[src/rtl/pwmcap_pkg.sv]
// Shared register addresses, control layout and status bit positions for the
// PWM capture unit. Assumes a 3-bit register address space.
package pwmcap_pkg;

    typedef enum logic [2:0] {
        RA_CTRL   = 3'd0,
        RA_PRESC  = 3'd1,
        RA_IEN    = 3'd2,
        RA_STATUS = 3'd3,
        RA_CAPA   = 3'd4,
        RA_CAPB   = 3'd5,
        RA_RSV6   = 3'd6,
        RA_RSV7   = 3'd7
    } reg_sel_e;

    // Control register, bit 0 is run, bit 1 pin select, bit 2 polarity.
    typedef struct packed {
        logic pol;
        logic sel;
        logic run;
    } ctrl_t;

    localparam int NFLAG  = 3;
    localparam int ST_CAPA = 0;
    localparam int ST_CAPB = 1;
    localparam int ST_OVF  = 2;

endpackage

[src/rtl/pwmcap_edge_det.sv]
// Synchronizes one asynchronous pin through STAGES flops and flags its rising
// and falling transitions for one cycle each. Assumes STAGES >= 2.
module pwmcap_edge_det #(
    parameter int STAGES = 2
) (
    input  logic clk,
    input  logic rst_n,
    input  logic pin,
    output logic rise,
    output logic fall
);
    logic [STAGES:0] shift_q;

    // Shift the pin through the synchronizer plus one history flop.
    always_ff @(posedge clk) begin
        if (!rst_n) shift_q <= '0;
        else        shift_q <= {shift_q[STAGES-1:0], pin};
    end

    // Compare the settled sample with the one before it.
    always_comb begin
        rise = shift_q[STAGES-1] & ~shift_q[STAGES];
        fall = ~shift_q[STAGES-1] & shift_q[STAGES];
    end

endmodule

[src/rtl/pwmcap_prescaler.sv]
// Divides the clock into ticks: one tick every (psc+1) cycles while run is
// high. Clear and restart zero the divider. Assumes psc changes only together
// with clear.
module pwmcap_prescaler #(
    parameter int PSC_W = 16
) (
    input  logic             clk,
    input  logic             rst_n,
    input  logic             run,
    input  logic             clr,
    input  logic             restart,
    input  logic [PSC_W-1:0] psc,
    output logic             tick
);
    logic [PSC_W-1:0] div_q;

    // Tick when the divider reaches the programmed terminal value.
    always_comb tick = run && (div_q == psc);

    // Advance the divider, wrapping on a tick and zeroing on restart.
    always_ff @(posedge clk) begin
        if (!rst_n)              div_q <= '0;
        else if (clr || restart) div_q <= '0;
        else if (run)            div_q <= tick ? '0 : div_q + 1'b1;
    end

    p_div_bound_r2: assert property (@(posedge clk) disable iff (!rst_n)
        div_q <= psc);

endmodule

[src/rtl/pwmcap_timebase.sv]
// Tick counter with edge restart and NCH capture registers. A capture takes
// the count including a tick that lands in the same cycle. Assumes tick is
// already gated by run.
module pwmcap_timebase #(
    parameter int CNT_W = 16,
    parameter int NCH   = 2
) (
    input  logic                      clk,
    input  logic                      rst_n,
    input  logic                      run,
    input  logic                      clr,
    input  logic                      tick,
    input  logic                      restart,
    input  logic [NCH-1:0]            ld,
    output logic [CNT_W-1:0]          cnt_q,
    output logic [NCH-1:0][CNT_W-1:0] cap_q,
    output logic                      wrap_evt
);
    localparam logic [CNT_W-1:0] CNT_MAX = '1;

    logic [CNT_W-1:0] cap_val;

    // Value that a capture latches in this cycle.
    always_comb cap_val = cnt_q + CNT_W'(tick);

    // Wrap event only from counting past the maximum, never from a restart.
    always_comb wrap_evt = run && tick && (cnt_q == CNT_MAX) && !restart && !clr;

    // Count ticks, restarting from zero on an active edge or a clear.
    always_ff @(posedge clk) begin
        if (!rst_n)                cnt_q <= '0;
        else if (clr)              cnt_q <= '0;
        else if (run && restart)   cnt_q <= '0;
        else if (tick)             cnt_q <= cnt_q + 1'b1;
    end

    for (genvar c = 0; c < NCH; c++) begin : g_cap
        // Hold one capture value until its channel loads again.
        always_ff @(posedge clk) begin
            if (!rst_n)              cap_q[c] <= '0;
            else if (clr)            cap_q[c] <= '0;
            else if (run && ld[c])   cap_q[c] <= cap_val;
        end

        p_cap_hold_r12: assert property (@(posedge clk) disable iff (!rst_n)
            (!clr && !(run && ld[c])) |=> $stable(cap_q[c]));
    end

    p_restart_zero_r2: assert property (@(posedge clk) disable iff (!rst_n)
        (run && restart && !clr) |=> (cnt_q == '0));

    p_idle_still_r10: assert property (@(posedge clk) disable iff (!rst_n)
        (!run && !clr) |=> $stable(cnt_q));

endmodule

[src/rtl/pwm_capture_unit.sv]
// PWM input capture unit: measures the period and width of a pulse train on
// one of two asynchronous pins, in ticks of a programmable prescaler. Assumes
// CNT_W and PSC_W do not exceed DATA_W.
module pwm_capture_unit #(
    parameter int CNT_W       = 16,
    parameter int PSC_W       = 16,
    parameter int DATA_W      = 16,
    parameter int SYNC_STAGES = 2
) (
    input  logic              clk,
    input  logic              rst_n,
    input  logic [1:0]        pwm_in,
    input  logic              reg_wr,
    input  logic [2:0]        reg_addr,
    input  logic [DATA_W-1:0] reg_wdata,
    output logic [DATA_W-1:0] reg_rdata,
    output logic              irq
);
    import pwmcap_pkg::*;

    localparam int NPIN = 2;
    localparam int NCH  = 2;
    localparam logic [CNT_W-1:0] CNT_MAX = '1;

    reg_sel_e                  addr_s;
    ctrl_t                     ctrl_q;
    logic [PSC_W-1:0]          psc_q;
    logic [NFLAG-1:0]          ien_q;
    logic [NFLAG-1:0]          stat_q;
    logic [NFLAG-1:0]          set_v;
    logic                      cfg_wr;
    logic [NPIN-1:0]           rise, fall;
    logic                      pin_rise, pin_fall, act_e, opp_e;
    logic [NCH-1:0]            ld;
    logic                      tick, wrap_evt;
    logic [CNT_W-1:0]          cnt_q;
    logic [NCH-1:0][CNT_W-1:0] cap_q;

    always_comb addr_s = reg_sel_e'(reg_addr);

    // A write to control or prescaler restarts measurement from zero.
    always_comb cfg_wr = reg_wr && (addr_s == RA_CTRL || addr_s == RA_PRESC);

    for (genvar p = 0; p < NPIN; p++) begin : g_pin
        pwmcap_edge_det #(.STAGES(SYNC_STAGES)) u_edge (
            .clk   (clk),
            .rst_n (rst_n),
            .pin   (pwm_in[p]),
            .rise  (rise[p]),
            .fall  (fall[p])
        );
    end

    // Pick the measured pin, classify its edges and route them to channels.
    always_comb begin
        pin_rise = rise[ctrl_q.sel];
        pin_fall = fall[ctrl_q.sel];
        act_e    = ctrl_q.run & (ctrl_q.pol ? pin_fall : pin_rise);
        opp_e    = ctrl_q.run & (ctrl_q.pol ? pin_rise : pin_fall);
        ld[0]    = ctrl_q.sel ? opp_e : act_e;
        ld[1]    = ctrl_q.sel ? act_e : opp_e;
    end

    pwmcap_prescaler #(.PSC_W(PSC_W)) u_psc (
        .clk     (clk),
        .rst_n   (rst_n),
        .run     (ctrl_q.run),
        .clr     (cfg_wr),
        .restart (act_e),
        .psc     (psc_q),
        .tick    (tick)
    );

    pwmcap_timebase #(.CNT_W(CNT_W), .NCH(NCH)) u_tb (
        .clk      (clk),
        .rst_n    (rst_n),
        .run      (ctrl_q.run),
        .clr      (cfg_wr),
        .tick     (tick),
        .restart  (act_e),
        .ld       (ld),
        .cnt_q    (cnt_q),
        .cap_q    (cap_q),
        .wrap_evt (wrap_evt)
    );

    // Configuration registers: control, prescaler and interrupt enables.
    always_ff @(posedge clk) begin
        if (!rst_n) begin
            ctrl_q <= '0;
            psc_q  <= '0;
            ien_q  <= '0;
        end else if (reg_wr) begin
            if (addr_s == RA_CTRL) begin
                ctrl_q <= ctrl_t'(reg_wdata[2:0]);
                if (!reg_wdata[0]) ien_q <= '0;
            end
            if (addr_s == RA_PRESC) psc_q <= reg_wdata[PSC_W-1:0];
            if (addr_s == RA_IEN)   ien_q <= reg_wdata[NFLAG-1:0];
        end
    end

    // Events that raise status flags this cycle.
    always_comb begin
        set_v          = '0;
        set_v[ST_CAPA] = ld[0];
        set_v[ST_CAPB] = ld[1];
        set_v[ST_OVF]  = wrap_evt;
    end

    // Status flags: set by events, cleared by zero bits written or by reconfig.
    always_ff @(posedge clk) begin
        if (!rst_n)      stat_q <= '0;
        else if (cfg_wr) stat_q <= '0;
        else if (reg_wr && addr_s == RA_STATUS)
                         stat_q <= (stat_q & reg_wdata[NFLAG-1:0]) | set_v;
        else             stat_q <= stat_q | set_v;
    end

    // Interrupt request from enabled pending flags.
    always_comb irq = |(stat_q & ien_q);

    // Read multiplexer, free of side effects.
    always_comb begin
        reg_rdata = '0;
        case (addr_s)
            RA_CTRL:   reg_rdata = DATA_W'(ctrl_q);
            RA_PRESC:  reg_rdata = DATA_W'(psc_q);
            RA_IEN:    reg_rdata = DATA_W'(ien_q);
            RA_STATUS: reg_rdata = DATA_W'(stat_q);
            RA_CAPA:   reg_rdata = DATA_W'(cap_q[0]);
            RA_CAPB:   reg_rdata = DATA_W'(cap_q[1]);
            default:   reg_rdata = '0;
        endcase
    end

    p_ovf_wrap_r7: assert property (@(posedge clk) disable iff (!rst_n)
        $rose(stat_q[ST_OVF]) |-> ($past(cnt_q) == CNT_MAX && $past(ctrl_q.run)));

    p_disable_clears_r10: assert property (@(posedge clk) disable iff (!rst_n)
        (reg_wr && addr_s == RA_CTRL && !reg_wdata[0]) |=> (stat_q == '0 && ien_q == '0));

    p_status_zero_r9: assert property (@(posedge clk) disable iff (!rst_n)
        (reg_wr && addr_s == RA_STATUS && reg_wdata[NFLAG-1:0] == '0 && set_v == '0)
        |=> (stat_q == '0));

endmodule

[config.mk]
export PLATFORM = sky130hd
export DESIGN_NAME = pwm_capture_unit
export DESIGN_NICKNAME = d
export VERILOG_FILES = /design/src/rtl/pwmcap_pkg.sv /design/src/rtl/pwmcap_edge_det.sv /design/src/rtl/pwmcap_prescaler.sv /design/src/rtl/pwmcap_timebase.sv /design/src/rtl/pwm_capture_unit.sv
export SDC_FILE = /design/constraint.sdc
export NUM_CORES = 1
export LEC_CHECK = 0
export ABC_AREA = 1
export BUFFER_PORTS_ARGS = -buffer_cell sky130_fd_sc_hd__buf_2
export CAP_MARGIN = 15
export CELL_PAD_IN_SITES_DETAIL_PLACEMENT = 1
export CELL_PAD_IN_SITES_GLOBAL_PLACEMENT = 1
export CORE_UTILIZATION = 43
export CTS_CLUSTER_DIAMETER = 50
export DETAILED_ROUTE_END_ITERATION = 8
export HOLD_SLACK_MARGIN = 0.08
export PLACE_DENSITY_LB_ADDON = 0.3
export RECOVER_POWER = 100
export SETUP_SLACK_MARGIN = 0.02
export SLEW_MARGIN = 20
export SYNTH_ARGS = -nofsm -noshare
export SYNTH_HDL_FRONTEND = slang
export SYNTH_SLANG_ARGS = --single-unit
[constraint.sdc]
create_clock -name clk -period 2.7 [get_ports clk]
set_input_delay 0.405 -clock clk [delete_from_list [all_inputs] [get_ports clk]]
set_output_delay 0.405 -clock clk [all_outputs]
set_load 0.005 [all_outputs]
## Word level (Yosys, flattened, before mapping)

Cells that the tools add are included.

| operators by class | value |
|---|---|
| reduce and logical (&&, ||, !) cells | 23 |
| bitwise logic cells | 15 |
| add/sub/neg operators | 3 |
| equality and inequality tests | 8 |
| muxes and demuxes | 14 |
| order comparisons | 1 |

Operators with widths:

| cell | count |
|---|---|
| 16-bit one-hot mux with 6 select lines | 1 |
| 16-bit by 1-bit adder with 16-bit output (second input constant) | 2 |
| 16-bit by 1-bit adder with 16-bit output | 1 |
| 16-bit equality test | 1 |
| 16-bit equality test (second input constant) | 1 |
| 16-bit two-way mux | 1 |
| 3-bit two-way mux | 4 |
| 1-bit logical AND | 10 |
| 1-bit two-way mux | 8 |
| 1-bit bitwise AND | 6 |
| 3-bit bitwise AND | 2 |
| 3-bit by 2-bit equality test with 1-bit output (second input constant) | 2 |
| 3-bit equality test (second input constant) | 2 |
| 3-bit bitwise OR | 2 |
| 3-bit OR reduction | 2 |
| 1-bit NOT | 5 |
| 2-bit AND reduction | 2 |
| 2-bit OR reduction | 2 |
| 3-bit by 1-bit equality test with 1-bit output (second input constant) | 1 |
| 3-bit zero test | 1 |
| 3-bit AND reduction | 1 |
| 1-bit zero test | 2 |
| 1-bit logical OR | 2 |
| 1-bit by 2-bit < comparator with 1-bit output (second input constant) | 1 |
| 2 further kinds | 2 |

| storage, ports and cells | value |
|---|---|
| bits in registers | 95 |
| output and inout bits | 17 |
| word-level logic and storage cells | 76 |

## Logic depth before layout (Yosys ltp)

Gate-level depths: netlist of run 1.

| logic depth | value |
|---|---|
| word-level depth | 11 |
| gate-level depth with buffers | 16 |
| depth with buffers taken out | 16 |

## Hierarchy

Synthesis of run 1 repeated with hierarchy kept, for this count alone.

| unflattened totals | value |
|---|---|
| cells, all modules | 808 |
| area, all modules | 5,063.6 µm² |

Modules (own cells, without submodules):

| module | times used | cells an instance | area each (µm²) |
|---|---|---|---|
| pwmcap_timebase | 1 | 345 | 2,297.2 |
| pwm_capture_unit | 1 | 231 | 1,400.1 |
| pwmcap_prescaler | 1 | 206 | 1,166.1 |
| pwmcap_edge_det | 2 | 13 | 100.1 |

## Least setup slack after synthesis of run 1

Ideal clock, no wire load.

| path | value |
|---|---|
| path kind | reg2reg |
| start point | register ctrl_q[0] (netlist name) |
| end point | register u_tb.cap_q[12] (netlist name) |
| buffers on the path | 0 |
| path slack | 0.506 ns |
| arrival time | 2.078 ns |
| stages on the path, launching flop included | 15 |
| cell sequence | dfxtp_1 > inv_2 > nor2_1 > nand3_1 > nor3_1 > nand2_1 > nor4_1 > ha_1 > ha_1 > nand2_1 > nor3_1 > nand2_1 > xor2_1 > nor2_1 > nor2_1 |

| on the way | value |
|---|---|
| word-level cells in the longest chain between the ends | 3 |
| elaborated cells between the ends (all ways) | 6 |
| classes of those cells | 1 x add/sub; 1 x mux; 2 x bitwise; 2 x reduce/logical |

RTL lines:

| element | line | RTL |
|---|---|---|
| start, declared | pwm_capture_unit.sv:26 | `ctrl_t ctrl_q;` |
| start signal, assigned | pwm_capture_unit.sv:95 | `ctrl_q <= ctrl_t'(reg_wdata[2:0]);` |
| parallel branches: the longest is 3 deep, another holds 16-bit by 1-bit adder with 16-bit output | - |  |
| end signal, assigned by index | pwmcap_timebase.sv:42 | `else if (run && ld[c]) cap_q[c] <= cap_val;` |
| end, declared | pwmcap_timebase.sv:16 | `output logic [NCH-1:0][CNT_W-1:0] cap_q,` |

Several ways; the timed one is not identified.
A chain may end at the register's enable or synchronous reset.

## Final worst setup path of run 1

| path | value |
|---|---|
| start point | register psc_q[15] |
| end point | register u_tb.cap_q[30] (netlist name) |

| on the way | value |
|---|---|
| word-level cells in the longest chain between the ends | 3 |

RTL lines:

| element | line | RTL |
|---|---|---|
| start, declared | pwm_capture_unit.sv:27 | `logic [PSC_W-1:0] psc_q;` |
| start signal, assigned | pwm_capture_unit.sv:98 | `if (addr_s == RA_PRESC) psc_q <= reg_wdata[PSC_W-1:0];` |
| 16-bit equality test | pwmcap_prescaler.sv:18 | `always_comb tick = run && (div_q == psc);` |
| 1-bit logical AND | pwmcap_prescaler.sv:18 |  |
| 16-bit by 1-bit adder with 16-bit output | pwmcap_timebase.sv:24 | `always_comb cap_val = cnt_q + CNT_W'(tick);` |

No other way between the ends.

==> run summary, run 1 <==
The flow ran to the end, and the final reports show no timing, DRC or antenna violations. In the final layout, the multi-input gates occupy 2760 sq um. The library cells used most frequently in the layout, excluding fill and tap cells, are sky130_fd_sc_hd__nand2_1, sky130_fd_sc_hd__nor2_1, sky130_fd_sc_hd__inv_1.

The area added between synthesis and finish was 13.8%; the number of buffers between clock root and the deepest sink was 2. In the post-route analysis, the smallest setup slack over all paths is 0.0890 ns. The run gives 5 as the detailed-routing iteration count for the pre-antenna-repair pass.

The slowest stage of the critical path belongs to the cell sky130_fd_sc_hd__dfxtp_1. A synthesized cell averages 6.75 sq um. The highest cell delay on the worst timing path is 0.31 ns. TritonCTS created 9 clock buffers. The congestion estimate from routability-driven global placement came to 0.940. The depth of the CTS H-tree came out at 3. The category of the critical setup timing path is reg2reg.

The worst pin sits at a relative slew slack of 18.3%. Buffers placed on the I/O ports in this run total 40. The number of enable-type register cells in the synthesized netlist works out to 0.

The height of the die is 111 microns. The number of pins exceeding their max-slew limit in the final report came out at 0. After clock tree synthesis, the setup repair step added 0 buffers.

The largest voltage drop on the vdd net was 441 uV. After synthesis, the share of flip-flops with an asynchronous set or reset is 0%. Along the worst path, the maximum fanout reaches 5. The wire-length estimate of the detail-placed layout is 13100 microns.

The number of different library cells used by synthesis comes to 42. The global-route total usage across every layer was 29.0%; the total number of placement rows was 39. The initial antenna violation count was 1; the average wire length per cell after detail routing was 18.3 microns.

In this run the static leakage power is 0.00247 uW. Net switching is 24.6% of the power. Using the TritonRoute via totals, the vias-per-cell ratio works out to 5.55. The tools report the count of vias placed by the detailed router as 5280. Across the whole layout, storage elements account for 1900 sq um. The tools report the arrival time of data at the critical path endpoint as 2.90 ns. For the pin with the worst max-slew slack, the measured transition is 1.23 ns.

For the finished layout, the period the worst path requires is 2.61 ns. The share of final-layout standard cells stronger than drive strength 1 was 10.0%. The final-stage net count is 830, and the number of synthesized register bits is 95. The worst setup path is captured at a register. The core region area was 11500 sq um; the switching component of the power was 785 uW. The floorplan step defined a die boundary enclosing 12400 sq um. For the worst-skew pair, the clock arrives at the later sink with an insertion delay of 0.36 ns.

The run gives 374 as the number of DRC markers in iteration 0. The logs give 45.2% for the sequential share of power and 95 for the CTS sink count. The tools report the netlist area before placement as 5140 sq um. After detailed routing, the total wire length is 17400 microns.

The run gives 0 as the number of hold violations in the final report. The width of the die came out at 111 microns. The logs give 2.99 ns for the required time of the critical path and 41 for the total I/O pin count. The tools report the sequential share of the synthesized area as 37.0%. TritonCTS built the clock tree.

The most used flip-flop cell after synthesis is sky130_fd_sc_hd__dfxtp_1. Timing analysis after detailed placement gives a worst setup slack of -0.0235 ns. The number of nets handed over by synthesis was 790. The global-route wire length before repair was 28000 microns; the number of antenna-violating nets in the routed design was 0.

After technology mapping, the gate count stands at 762. The worst setup path is launched from a register. The upper clock frequency limit was 383 MHz.

The worst hold margin came out at 0.236 ns. The number of max-cap violations was 0. After filler insertion, the fill cell instance count of the layout stands at 1525. Walking the worst path, the cells encountered are inv_1 -> nand2_1 -> inv_1 -> nor2_1 -> nand3_1 -> nor3_1 -> nand2_1 -> nor4_4 -> ha_2 -> ha_2 -> nand2_2 -> nor2_2 -> nand3_2 -> xor2_2 -> o211ai_1 -> a21oi_1.

Power spread over the standard cell area amounts to 546 nW/um^2. The run gives 0.0120 ns as the final setup skew. The internal portion of the total power is 2410 uW.

The combinational group share of total power came out at 8.5%. The path class of the tightest hold or removal check is in2reg. The clock network burns 46.4% of the power. The count of warnings emitted by yosys is 0.

The via count of the first global-routing pass came out at 5307. The tools report the pin count of the biggest net entering global routing as 31. The root buffer selected by CTS is sky130_fd_sc_hd__clkbuf_16.

For this run, design rule violations remaining after detail routing come to 0. The CTS clock-pin slew for the worst setup and hold paths was 0.07 ns; the remaining global-route overflow was 0. Setup violations remaining at the end of the flow were counted as 0.

The library cell used most frequently in the layout, excluding fill and tap cells, is sky130_fd_sc_hd__nand2_1. Once the floorplan was initialized, standard cells occupied 44.6% of the core. The worst path uses 96.7% of the clock period.
-- registers in the layout (all words and copies together) (netlist names) --
signal	flops
u_tb.cap_q	32
psc_q	16
u_psc.div_q	16
u_tb.cnt_q	16
g_pin.u_edge.shift_q	6
ctrl_q	3
ien_q	3
stat_q	3
-- final timing paths --
| path | slack (ns) | cells past startpoint | start | to |
|---|---|---|---|---|
| max | 0.09 | 16 | psc_q[15]$_SDFFE_PN0P_ | u_tb.cap_q[30]$_SDFFE_PP0P_ |
| min | 0.24 | 3 | pwm_in[0] | g_pin[0].u_edge.shift_q[0]$_SDFF_PN0_ |
| min reg2reg | 0.44 | 2 | g_pin[1].u_edge.shift_q[0]$_SDFF_PN0_ | g_pin[1].u_edge.shift_q[1]$_SDFF_PN0_ |
| max reg2reg | 0.09 | 16 | psc_q[15]$_SDFFE_PN0P_ | u_tb.cap_q[30]$_SDFFE_PP0P_ |
-- Yosys cell counts (2+ instances only) --
library cell               number  area (sq um)
sky130_fd_sc_hd__o221ai_1      14           123
sky130_fd_sc_hd__o22ai_1        5          31.3
sky130_fd_sc_hd__nor2_2         3          18.8
sky130_fd_sc_hd__nand3b_1       2          15.0
sky130_fd_sc_hd__nor3_1        15          75.1
sky130_fd_sc_hd__o211ai_1      11          82.6
sky130_fd_sc_hd__ha_1           4          50.1
sky130_fd_sc_hd__nor3b_1        5          37.5
sky130_fd_sc_hd__nand2_2        2          12.5
sky130_fd_sc_hd__inv_2          6          22.5
sky130_fd_sc_hd__o21ai_0       47           235
sky130_fd_sc_hd__nor4_1         2          12.5
sky130_fd_sc_hd__buf_2          5          25.0
sky130_fd_sc_hd__clkbuf_1      12          45.0
sky130_fd_sc_hd__nand2_4        2          22.5
sky130_fd_sc_hd__nand2_1      163           612
sky130_fd_sc_hd__nor2_1       122           458
sky130_fd_sc_hd__xnor2_1        6          52.6
sky130_fd_sc_hd__a211oi_1       3          22.5
sky130_fd_sc_hd__dfxtp_1       95          1900
sky130_fd_sc_hd__buf_6          4          45.0
sky130_fd_sc_hd__inv_1         99           372
sky130_fd_sc_hd__o21ai_2        2          17.5
sky130_fd_sc_hd__nand3_1       24           120
sky130_fd_sc_hd__nand4_1       19           119
sky130_fd_sc_hd__xor2_1        29           254
sky130_fd_sc_hd__a21oi_1       46           230
-- metal layers --
layer	vias up	share of wire, %	GRT usage (%)
met2	122	46	47.2
met3	24	4.8	5.44
li1	2540	-	-
met5	-	0	0
met1	2594	47	38.9
met4	0	1.9	8.83
-- final cells by class --
cell class,count,area share (%)
Inverter,106,6.80
Tap cell,143,3.06
Sequential cell,95,32.5
Multi-Input combinational cell,537,47.2
Timing Repair Buffer,53,4.64
Antenna cell,1,0.0428
Clock inverter,6,1.86
Clock buffer,10,3.91
-- kinds of logic after synthesis --
group / after synthesis / share of synthesized area (%)
and+or+nand+nor: 365 / 30.4
buffers and inverters: 130 / 10.3
adders and majority gates: 4 / 0.974
xor gates and xnor gates: 35 / 5.96
DFF: 95 / 37.0
AOI/OAI and AO/OA: 133 / 15.4
-- critical path: cells and delay by family (launching register included) --
kind                       cells  cell delay (ns)
AOI/OAI and AO/OA              2             0.26
xor gates and xnor gates       1             0.21
DFF                            1             0.31
buffers and inverters          2             0.16
adders and majority gates      2             0.46
and+or+nand+nor                9             1.15
-- what timing repair did --
action / 4_1_cts / 5_1_grt
pin swaps: 0 / 3
gates resized for setup: 1 / 17
hold buffers: 0 / 0
endpoints found under the setup margin: 3 / 18
-- through the flow --
| step | power (uW) | TNS (ns) | instance area (sq um) | util [%] | cells |
|---|---|---|---|---|---|
| 2_1_floorplan | 1640 | 0 | 5140 | - | 762 |
| 3_3_place_gp | 1730 | 0 | 5490 | 47.6 | 934 |
| 3_5_place_dp | 1740 | -0.0235 | 5490 | 47.6 | 934 |
| 4_1_cts | 3210 | 0 | 5830 | 50.6 | 950 |
| 5_1_grt | 3280 | -0.197 | 5850 | 50.8 | 950 |
| 6_report | 3190 | 0 | 5850 | 50.8 | 951 |
-- power by group through the flow --
| stage | Sequential (uW) | Clock, uW | Combinational, uW |
|---|---|---|---|
| floorplan | 1470 | 0 | 171 |
| global placement | 1470 | 0 | 261 |
| detailed placement | 1470 | 0 | 268 |
| CTS | 1440 | 1500 | 271 |
| global route | 1440 | 1540 | 298 |
| finish | 1440 | 1480 | 270 |
No activity file was read; power rests on OpenSTA's default activity.
==> inputs of run 2 (changes only) <==
Settings changed: CORE_UTILIZATION 43 to 46, SLEW_MARGIN 20 to unset.
Clock period 2.7 ns to 3.2 ns, I/O delays scaled along.
==> run 2 against run 1 <==
- die area down 6.4%
- clock power fell by 32%
- first-iteration DRC count down 11%
- hold slack gained 0.040 ns
- global-route usage up 2.4 points
- final area is 3.9% lower
- final cell count shrank 1.1%
- non-clock buffer count fell by 6
- largest power group is now registers
- largest cell class unchanged
- clock-buffer cell count increased by 1
==> run summary, run 2 (synthesis results as in run 1) <==
The critical path depth in cells is 9 (-7). The count of port buffers added during placement works out to 40 (unchanged). The filler cell count in the final layout came out at 1484 (-2.7%). The total number of placement rows is 38 (-2.6%). The total instance count after detailed placement was 925 (-0.96%); the count of vias placed by the detailed router was 5258 (-0.42%). Kind of end point of the critical path: a register.

The via count of the first global-routing pass is 5360 (+1.0%). Clock tree synthesis selected as its root buffer the cell sky130_fd_sc_hd__clkbuf_8. The logs give 0 (-1) for the count of inserted antenna diode cells and 0.23 ns (+0.14 ns) for the reg2reg setup slack. The logs give 0 (unchanged) for the post-route DRC violation count and 0 (unchanged) for the number of hold violations in the final report.

The tools report the count of buffers added by post-CTS timing repair for setup as 0 (unchanged). The final non-filler cell total was 941 (-1.1%). For the remaining global-route overflow, the log shows 0 (unchanged). The share of final-layout standard cells stronger than drive strength 1 is 7.12% (-2.9 points).

The tools report the setup TNS after final layout as 0 ns (unchanged). The depth of the most critical reg-to-reg path is 8 (-8). The tools report the number of buffers inserted during clock tree synthesis as 9 (unchanged). The largest voltage drop on the vdd net was 388 uV (-12%); the number of vias per cell after detailed routing was 5.59 (+0.64%). The area growth from synthesis to layout is 9.30%. The CTS sink count was 95 (unchanged). The min-delay analysis places its worst path in the category in2reg. Global-route total usage across every layer: 31.3% (+2.4 points). The run finished with clean final reports.

The highest cell delay on the worst timing path is 0.75 ns (+0.44 ns), and the detailed-routing iteration count for the pre-antenna-repair pass is 5 (unchanged). The most critical setup path has its startpoint at reg_addr[1]. The kind of cell with the highest combined delay along the critical path is simple AND/OR/NAND/NOR gates. The tools report the worst setup path endpoint as u_psc.div_q[1]$_SDFFE_PP0P_. The worst-margin pin slew was 1.37 ns (+0.140 ns); the met2 layer wire length in the routed design was 8310 microns (+2.8%). Wire length on met3: 939 microns (+11%). The final weighted congestion of routability-driven global placement was 0.973 (+3.6%); the arrival time of data at the critical path endpoint was 3.28 ns (+0.38 ns).

The critical path is of the in2reg type. The width of the die was 108 microns (-3.3%); the core region area was 10900 sq um (-5.5%). The average wire length per cell after detail routing is 18.2 microns (-0.58%). The slowest stage cell on the critical path was sky130_fd_sc_hd__o21ai_1.

The library cell used most frequently in the layout, excluding fill and tap cells, is sky130_fd_sc_hd__nand2_1. The tools report the depth of the CTS H-tree as 3 (unchanged). The cell type with the highest occurrence count on the critical path is sky130_fd_sc_hd__nand2_1.

The flip-flop count of the largest register, all copies and words added was 32 (unchanged). The starting utilization of the core area came out at 47.2% (+2.6 points). Source of the worst register-to-register timing path: ctrl_q[1]$_SDFFE_PN0P_.

The full die area is 11600 sq um (-6.4%), and the sum of routed wire length over all layers is 17100 microns (-1.6%). The max-slew headroom at the worst pin is 8.33% (-9.9 points), and the number of buffers inserted by hold repair at cts is 0 (unchanged). Highest fanout seen on the critical path: 17 (+12). The logs give 0 (-1) for the number of resized instances in the post-cts repair step and 0.00239 uW (-3.2%) for the leakage power figure. The count of buffering cells on the critical path with inverters included is 2 (unchanged). The tools report the final-stage net count as 824 (-0.72%). The final setup skew was 0.0129 ns (+0.000924 ns).

The tools report the critical path startpoint category as a primary input. The number of stages on the worst hold path was 3 (unchanged); the shortest clock period the worst path allows after layout was 3.06 ns. The logs give 0 (unchanged) for the number of max-cap violations and 0 (-1) for the initial antenna violation count. TritonCTS built the clock tree.

The tools report the total I/O pin count as 41 (unchanged). The number of pins exceeding their max-slew limit in the final report was 0 (unchanged); the number of buffers between clock root and the deepest sink was 2 (unchanged). The run gives 0.39 ns (+0.03 ns) as the clock insertion delay at the later pin of the skew report. The critical path goes through clkbuf_1 -> nor3_1 -> nand2_1 -> nand2_1 -> nor2_1 -> nand2_1 -> inv_2 -> o21ai_1 -> o32ai_1. Signal routing reaches up to met4. In this run the critical register-to-register path is captured at u_psc.div_q[1]$_SDFFE_PP0P_. The register ranked first by flip-flop count is u_tb.cap_q. The top cell types in the final layout, fill and taps aside, are sky130_fd_sc_hd__nand2_1, sky130_fd_sc_hd__nor2_1, sky130_fd_sc_hd__inv_1. For this run, the top clock speed supported by timing is 327 MHz. The run gives 0 (unchanged) as the setup violation total in the final timing report. The global-route wire length before repair came out at 27500 microns (-2.1%). Setup repair after global routing left no endpoint under its margin. The CTS clock-pin slew for the worst setup and hold paths is 0.10 ns (+0.03 ns), and the pin count of the biggest net entering global routing is 31 (unchanged).

The required time of the critical path was 3.42 ns (+0.43 ns); the number of antenna-violating nets in the routed design was 0 (unchanged). Dividing the final minimum period by the clock period gives 95.7%. The height of the die is 108 microns (-3.3%). The HPWL reported at the end of detailed placement came out at 12900 microns (-1.6%).

The tools report the wire length the detailed router placed on met1 as 7520 microns (-8.0%). The power per cell area was 432 nW/um^2 (-21%). The run gives 334 (-11%) as the number of DRC markers in iteration 0.
==> run 2: cell type report <==
type	count	area, sq um	share of cell area, %
flip-flops and latches	95	1900	33.8
multi-input cells	537	2670	47.5
repair buffers	47	226	4.03
clock buffers	11	141	2.52
well taps	140	175	3.12
clock inverters	5	105	1.87
inverters	106	398	7.08
==> run 2: worst register-to-register path: cells and delay by family (launching register included) <==
family                 cells  cell delay, ns
AOI/OAI and AO/OA          2            0.91
buffers and inverters      2            0.60
DFF                        1            0.35
and+or+nand+nor            4            0.96
==> run 2: layer usage <==
layer	up-vias	global-route usage, %
met5	-	0
met4	0	9.78
met3	26	6.36
met2	152	52.9
met1	2549	39.8
li1	2531	-
==> run 2: report_power, final <==
group | total (uW) | internal (uW) | switching (uW)
registers | 1220 | 1200 | 13.2
logic | 216 | 58.2 | 157
clock network | 999 | 541 | 458
==> run 2: per-stage QoR <==
stage	utilization (%)	total power [uW]	setup slack (ns)	instance area, sq um	hold WS [ns]
floorplan	-	1380	1.01	5140	0.390
global placement	49.9	1450	0.577	5440	0.393
detailed placement	49.9	1460	0.454	5440	0.406
CTS	52.2	2440	0.366	5680	0.260
global route	51.6	2510	0.0392	5620	0.265
finish	51.6	2430	0.138	5620	0.276
==> run 2: worst min path at each step <==
stage	from	end	slack, ns
3_3_place_gp	g_pin[0].u_edge.shift_q[0]$_SDFF_PN0_	g_pin[0].u_edge.shift_q[1]$_SDFF_PN0_	0.39
6_report	pwm_in[1]	g_pin[1].u_edge.shift_q[0]$_SDFF_PN0_	0.28
5_1_grt	pwm_in[1]	g_pin[1].u_edge.shift_q[0]$_SDFF_PN0_	0.27
3_5_place_dp	g_pin[0].u_edge.shift_q[0]$_SDFF_PN0_	g_pin[0].u_edge.shift_q[1]$_SDFF_PN0_	0.41
2_1_floorplan	g_pin[0].u_edge.shift_q[0]$_SDFF_PN0_	g_pin[0].u_edge.shift_q[1]$_SDFF_PN0_	0.39
4_1_cts	pwm_in[1]	g_pin[1].u_edge.shift_q[0]$_SDFF_PN0_	0.26
==> inputs of run 3 (changes only) <==
--- a/config.mk
+++ b/config.mk
@@ -16,5 +16,4 @@
 export HOLD_SLACK_MARGIN = 0.08
 export PLACE_DENSITY_LB_ADDON = 0.3
-export RECOVER_POWER = 100
 export SETUP_SLACK_MARGIN = 0.02
 export SYNTH_ARGS = -nofsm -noshare
==> constraint.sdc (replaced) <==
create_clock -name clk -period 3.2 [get_ports clk]
set_input_delay 0.48 -clock clk [delete_from_list [all_inputs] [get_ports clk]]
set_output_delay 0.48 -clock clk [all_outputs]
set_load 0.05 [all_outputs]
==> run 3 against run 2 <==
- utilization rose by 0.22 points
- combinational power rose by 6%
- critical path depth rose by 7
- first-iteration DRC count rose by 0.90%
- clock power fell by 17%
- routed wire length fell by 3.1%
- total power fell by 6.5%
- critical path type is now reg2reg
- critical endpoint is now u_tb.cap_q[31]$_SDFFE_PP0P_
- largest power group unchanged
==> run summary, run 3 (synthesis results as in run 1) <==
The run finished with clean final reports. The CTS clock-pin slew for the worst setup and hold paths is 0.10 ns (about the same). The number of DRC markers in iteration 0 was 337 (+0.90%); the number of vias per cell after detailed routing was 5.51 (-1.4%). The global routing usage on met1 was 38.0% (-1.9 points).

Flip-flop count of the largest register, all copies and words added: 32 (unchanged). The reg2reg setup slack is 0.41 ns (+0.18 ns). For the HPWL reported at the end of detailed placement, the log shows 12700 microns (-1.5%). Setup repair after global routing left no endpoint under its margin. The count of inserted antenna diode cells came out at 0 (unchanged).

The pin count of the biggest net entering global routing is 31 (unchanged). The logs give 16600 microns (-3.1%) for the sum of routed wire length over all layers and 50.1% (-2.8 points) for the met2 routing resource usage after global routing. The logs give 47.2% (unchanged) for the starting utilization of the core area and 5190 (-1.3%) for the count of vias placed by the detailed router. For hold timing, the worst endpoint is g_pin[1].u_edge.shift_q[0]$_SDFF_PN0_. The number of max-cap violations is 0 (unchanged). The slowest stage of the critical path belongs to the cell sky130_fd_sc_hd__dfxtp_1. The depth of the most critical reg-to-reg path is 16 (+8). The run gives 43.8% (+36 points) as the max-slew headroom at the worst pin. For the total number of placement rows, the log shows 38 (unchanged). The switching component of the power was 628 uW (about the same).

The tools report the kind of end point of the critical path as a register. The final non-filler cell area is 5640 sq um (+0.42%). The upper clock frequency limit was 359 MHz (+9.9%); the global-route total usage across every layer was 30.1% (-1.2 points). Shortest clock period the worst path allows after layout: 2.79 ns (-0.276 ns). The leading cell type in the layout, fill and taps excluded is sky130_fd_sc_hd__nand2_1.

The run gives 0.280 ns (+0.00415 ns) as the worst hold margin. The tools report the required time of the critical path as 3.52 ns (+0.10 ns). The depth of the CTS H-tree is 3 (unchanged), and the detailed-routing iteration count for the pre-antenna-repair pass is 4 (-1). The number of stages on the worst hold path was 3 (unchanged). For the number of buffers between clock root and the deepest sink, the log shows 2 (unchanged). The power per cell area is 402 nW/um^2 (-6.9%), and the setup violation total in the final timing report is 0 (unchanged).

The initial antenna violation count is 0 (unchanged), and the sequential share of power is 53.5% (+3.5 points). The layer carrying the most global-route usage was met2. Broken down by cell family, the worst path's largest delay share belongs to simple AND/OR/NAND/NOR gates.

For the post-route DRC violation count, the log shows 0 (unchanged). The number of antenna-violating nets in the routed design was 0 (unchanged); the largest voltage drop on the vdd net was 315 uV (-19%). The run gives 1476 (-0.54%) as the filler cell count in the final layout. STA classifies the critical path startpoint as a register. In the layout the commonest cells are sky130_fd_sc_hd__nand2_1, sky130_fd_sc_hd__nor2_1, sky130_fd_sc_hd__inv_1. The global-route wire length before repair came out at 26400 microns (-3.9%). Walking the worst path, the cells encountered are inv_1 -> nand2_1 -> inv_1 -> nor2_1 -> nand3_1 -> nor3_1 -> nand2_1 -> nor4_1 -> ha_1 -> inv_1 -> nor2_1 -> nand2_1 -> nor2_1 -> xor2_1 -> o211ai_1 -> a21oi_1. The count of port buffers added during placement works out to 40 (unchanged).

The tools report the destination of the worst register-to-register timing path as u_tb.cap_q[31]$_SDFFE_PP0P_. The share of total power in the clock network is 36.4% (-4.7 points), and the multi-input logic area is 2710 sq um (+1.5%). The met3 track utilization from global routing is 6.72% (+0.36 points).

The tools report the number of buffers inserted during clock tree synthesis as 9 (unchanged). The run gives 5450 sq um (+0.14%) as the placed cell area. The tools report the number of hold violations in the final report as 0 (unchanged).

The highest fanout seen on the critical path was 5 (-12). The highest cell delay on the worst timing path works out to 0.32 ns (-0.43 ns). The final-stage net count was 825 (+0.12%); the worst-margin pin slew was 0.842 ns (-0.523 ns).

The run gives 51.8% (+0.22 points) as the core utilization of the finished layout. The run gives 0 (unchanged) as the number of resized instances in the post-cts repair step. Count of buffering cells on the critical path with inverters included: 3 (+1).

The run gives 0 (unchanged) as the number of pins exceeding their max-slew limit in the final report. The remaining global-route overflow is 0 (unchanged). The count of buffers added by post-CTS timing repair for setup is 0 (unchanged), and the internal power is 1640 uW (-8.8%). The width of the die is 108 microns (unchanged). The leakage power figure was 0.00246 uW (+2.7%). The final period utilization was 87.0% (-8.6 points). Final weighted congestion of routability-driven global placement: 0.951 (-2.3%). The worst register-to-register path begins at psc_q[15]$_SDFFE_PN0P_. The tools report the clock insertion delay at the later pin of the skew report as 0.39 ns (about the same).

The worst hold path belongs to the class in2reg. The full die area was 11600 sq um (unchanged); the switching part of the total power was 27.7% (+1.8 points). The height of the die works out to 108 microns (unchanged). The register ranked first by flip-flop count was u_tb.cap_q.

The core region area came out at 10900 sq um (unchanged). Total I/O pin count: 41 (unchanged). The area added between synthesis and finish was 9.76%; the setup TNS after final layout was 0 ns (unchanged). The via count of the first global-routing pass was 5223 (-2.6%). The combinational group share of total power is 10.1% (+1.2 points), and the average wire length per cell after detail routing is 17.6 microns (-3.2%). For the sequential standard cell area, the log shows 1900 sq um (unchanged). The root buffer cell chosen for the clock tree is sky130_fd_sc_hd__clkbuf_8.

Launching element of the worst setup path: psc_q[15]$_SDFFE_PN0P_. The final setup skew was 0.0149 ns (+0.00203 ns); the arrival time of data at the critical path endpoint was 3.10 ns (-0.18 ns). Share of final-layout standard cells stronger than drive strength 1: 10.6% (+3.5 points). TritonCTS built the clock tree.

The category of the critical setup timing path was reg2reg. The CTS sink count is 95 (unchanged). In this run the most critical hold path is launched from pwm_in[1]. Number of buffers inserted by hold repair at cts: 0 (unchanged).
==> run 3: per-stage QoR <==
| stage | instances | worst slack [ns] | total power, uW |
|---|---|---|---|
| floorplan | 762 | 0.829 | 1390 |
| global placement | 926 | 0.571 | 1460 |
| detailed placement | 926 | 0.471 | 1470 |
| CTS | 942 | 0.440 | 2290 |
| global route | 942 | 0.0696 | 2350 |
| finish | 942 | 0.414 | 2270 |
==> run 3: cell type report <==
type                            count  share of cell area (%)
Clock buffer                       10                    2.44
Clock inverter                      6                    1.06
Inverter                          106                    7.05
Multi-Input combinational cell    537                    48.0
Sequential cell                    95                    33.7
Tap cell                          140                    3.10
Timing Repair Buffer               48                    4.61
==> run 3: how the worst max path moves through the flow <==
stage / endpoint / slack (ns) / cells after the start
2_1_floorplan: reg_rdata[10] / 0.83 / 5
3_3_place_gp: u_tb.cap_q[31]$_SDFFE_PP0P_ / 0.57 / 16
3_5_place_dp: u_tb.cap_q[31]$_SDFFE_PP0P_ / 0.47 / 16
4_1_cts: u_tb.cap_q[31]$_SDFFE_PP0P_ / 0.44 / 16
5_1_grt: u_tb.cap_q[30]$_SDFFE_PP0P_ / 0.07 / 16
6_report: u_tb.cap_q[31]$_SDFFE_PP0P_ / 0.41 / 16
==> run 3: per-layer routing <==
layer	vias up	share of wire (%)
li1	2537	-
met1	2517	46
met2	106	47
met3	30	4.3
met4	0	2.7
met5	-	0
==> run 3: worst min-delay path, cell delays in order <==
cell and delay [ns]:
sky130_fd_sc_hd__buf_2 0.07, sky130_fd_sc_hd__nand2_1 0.04, sky130_fd_sc_hd__inv_1 0.04
==> run 3: power groups by stage <==
stage	logic (uW)	clock network [uW]	registers (uW)
floorplan	154	0	1240
global placement	222	0	1240
detailed placement	229	0	1240
CTS	230	845	1210
global route	251	885	1220
finish	230	826	1210
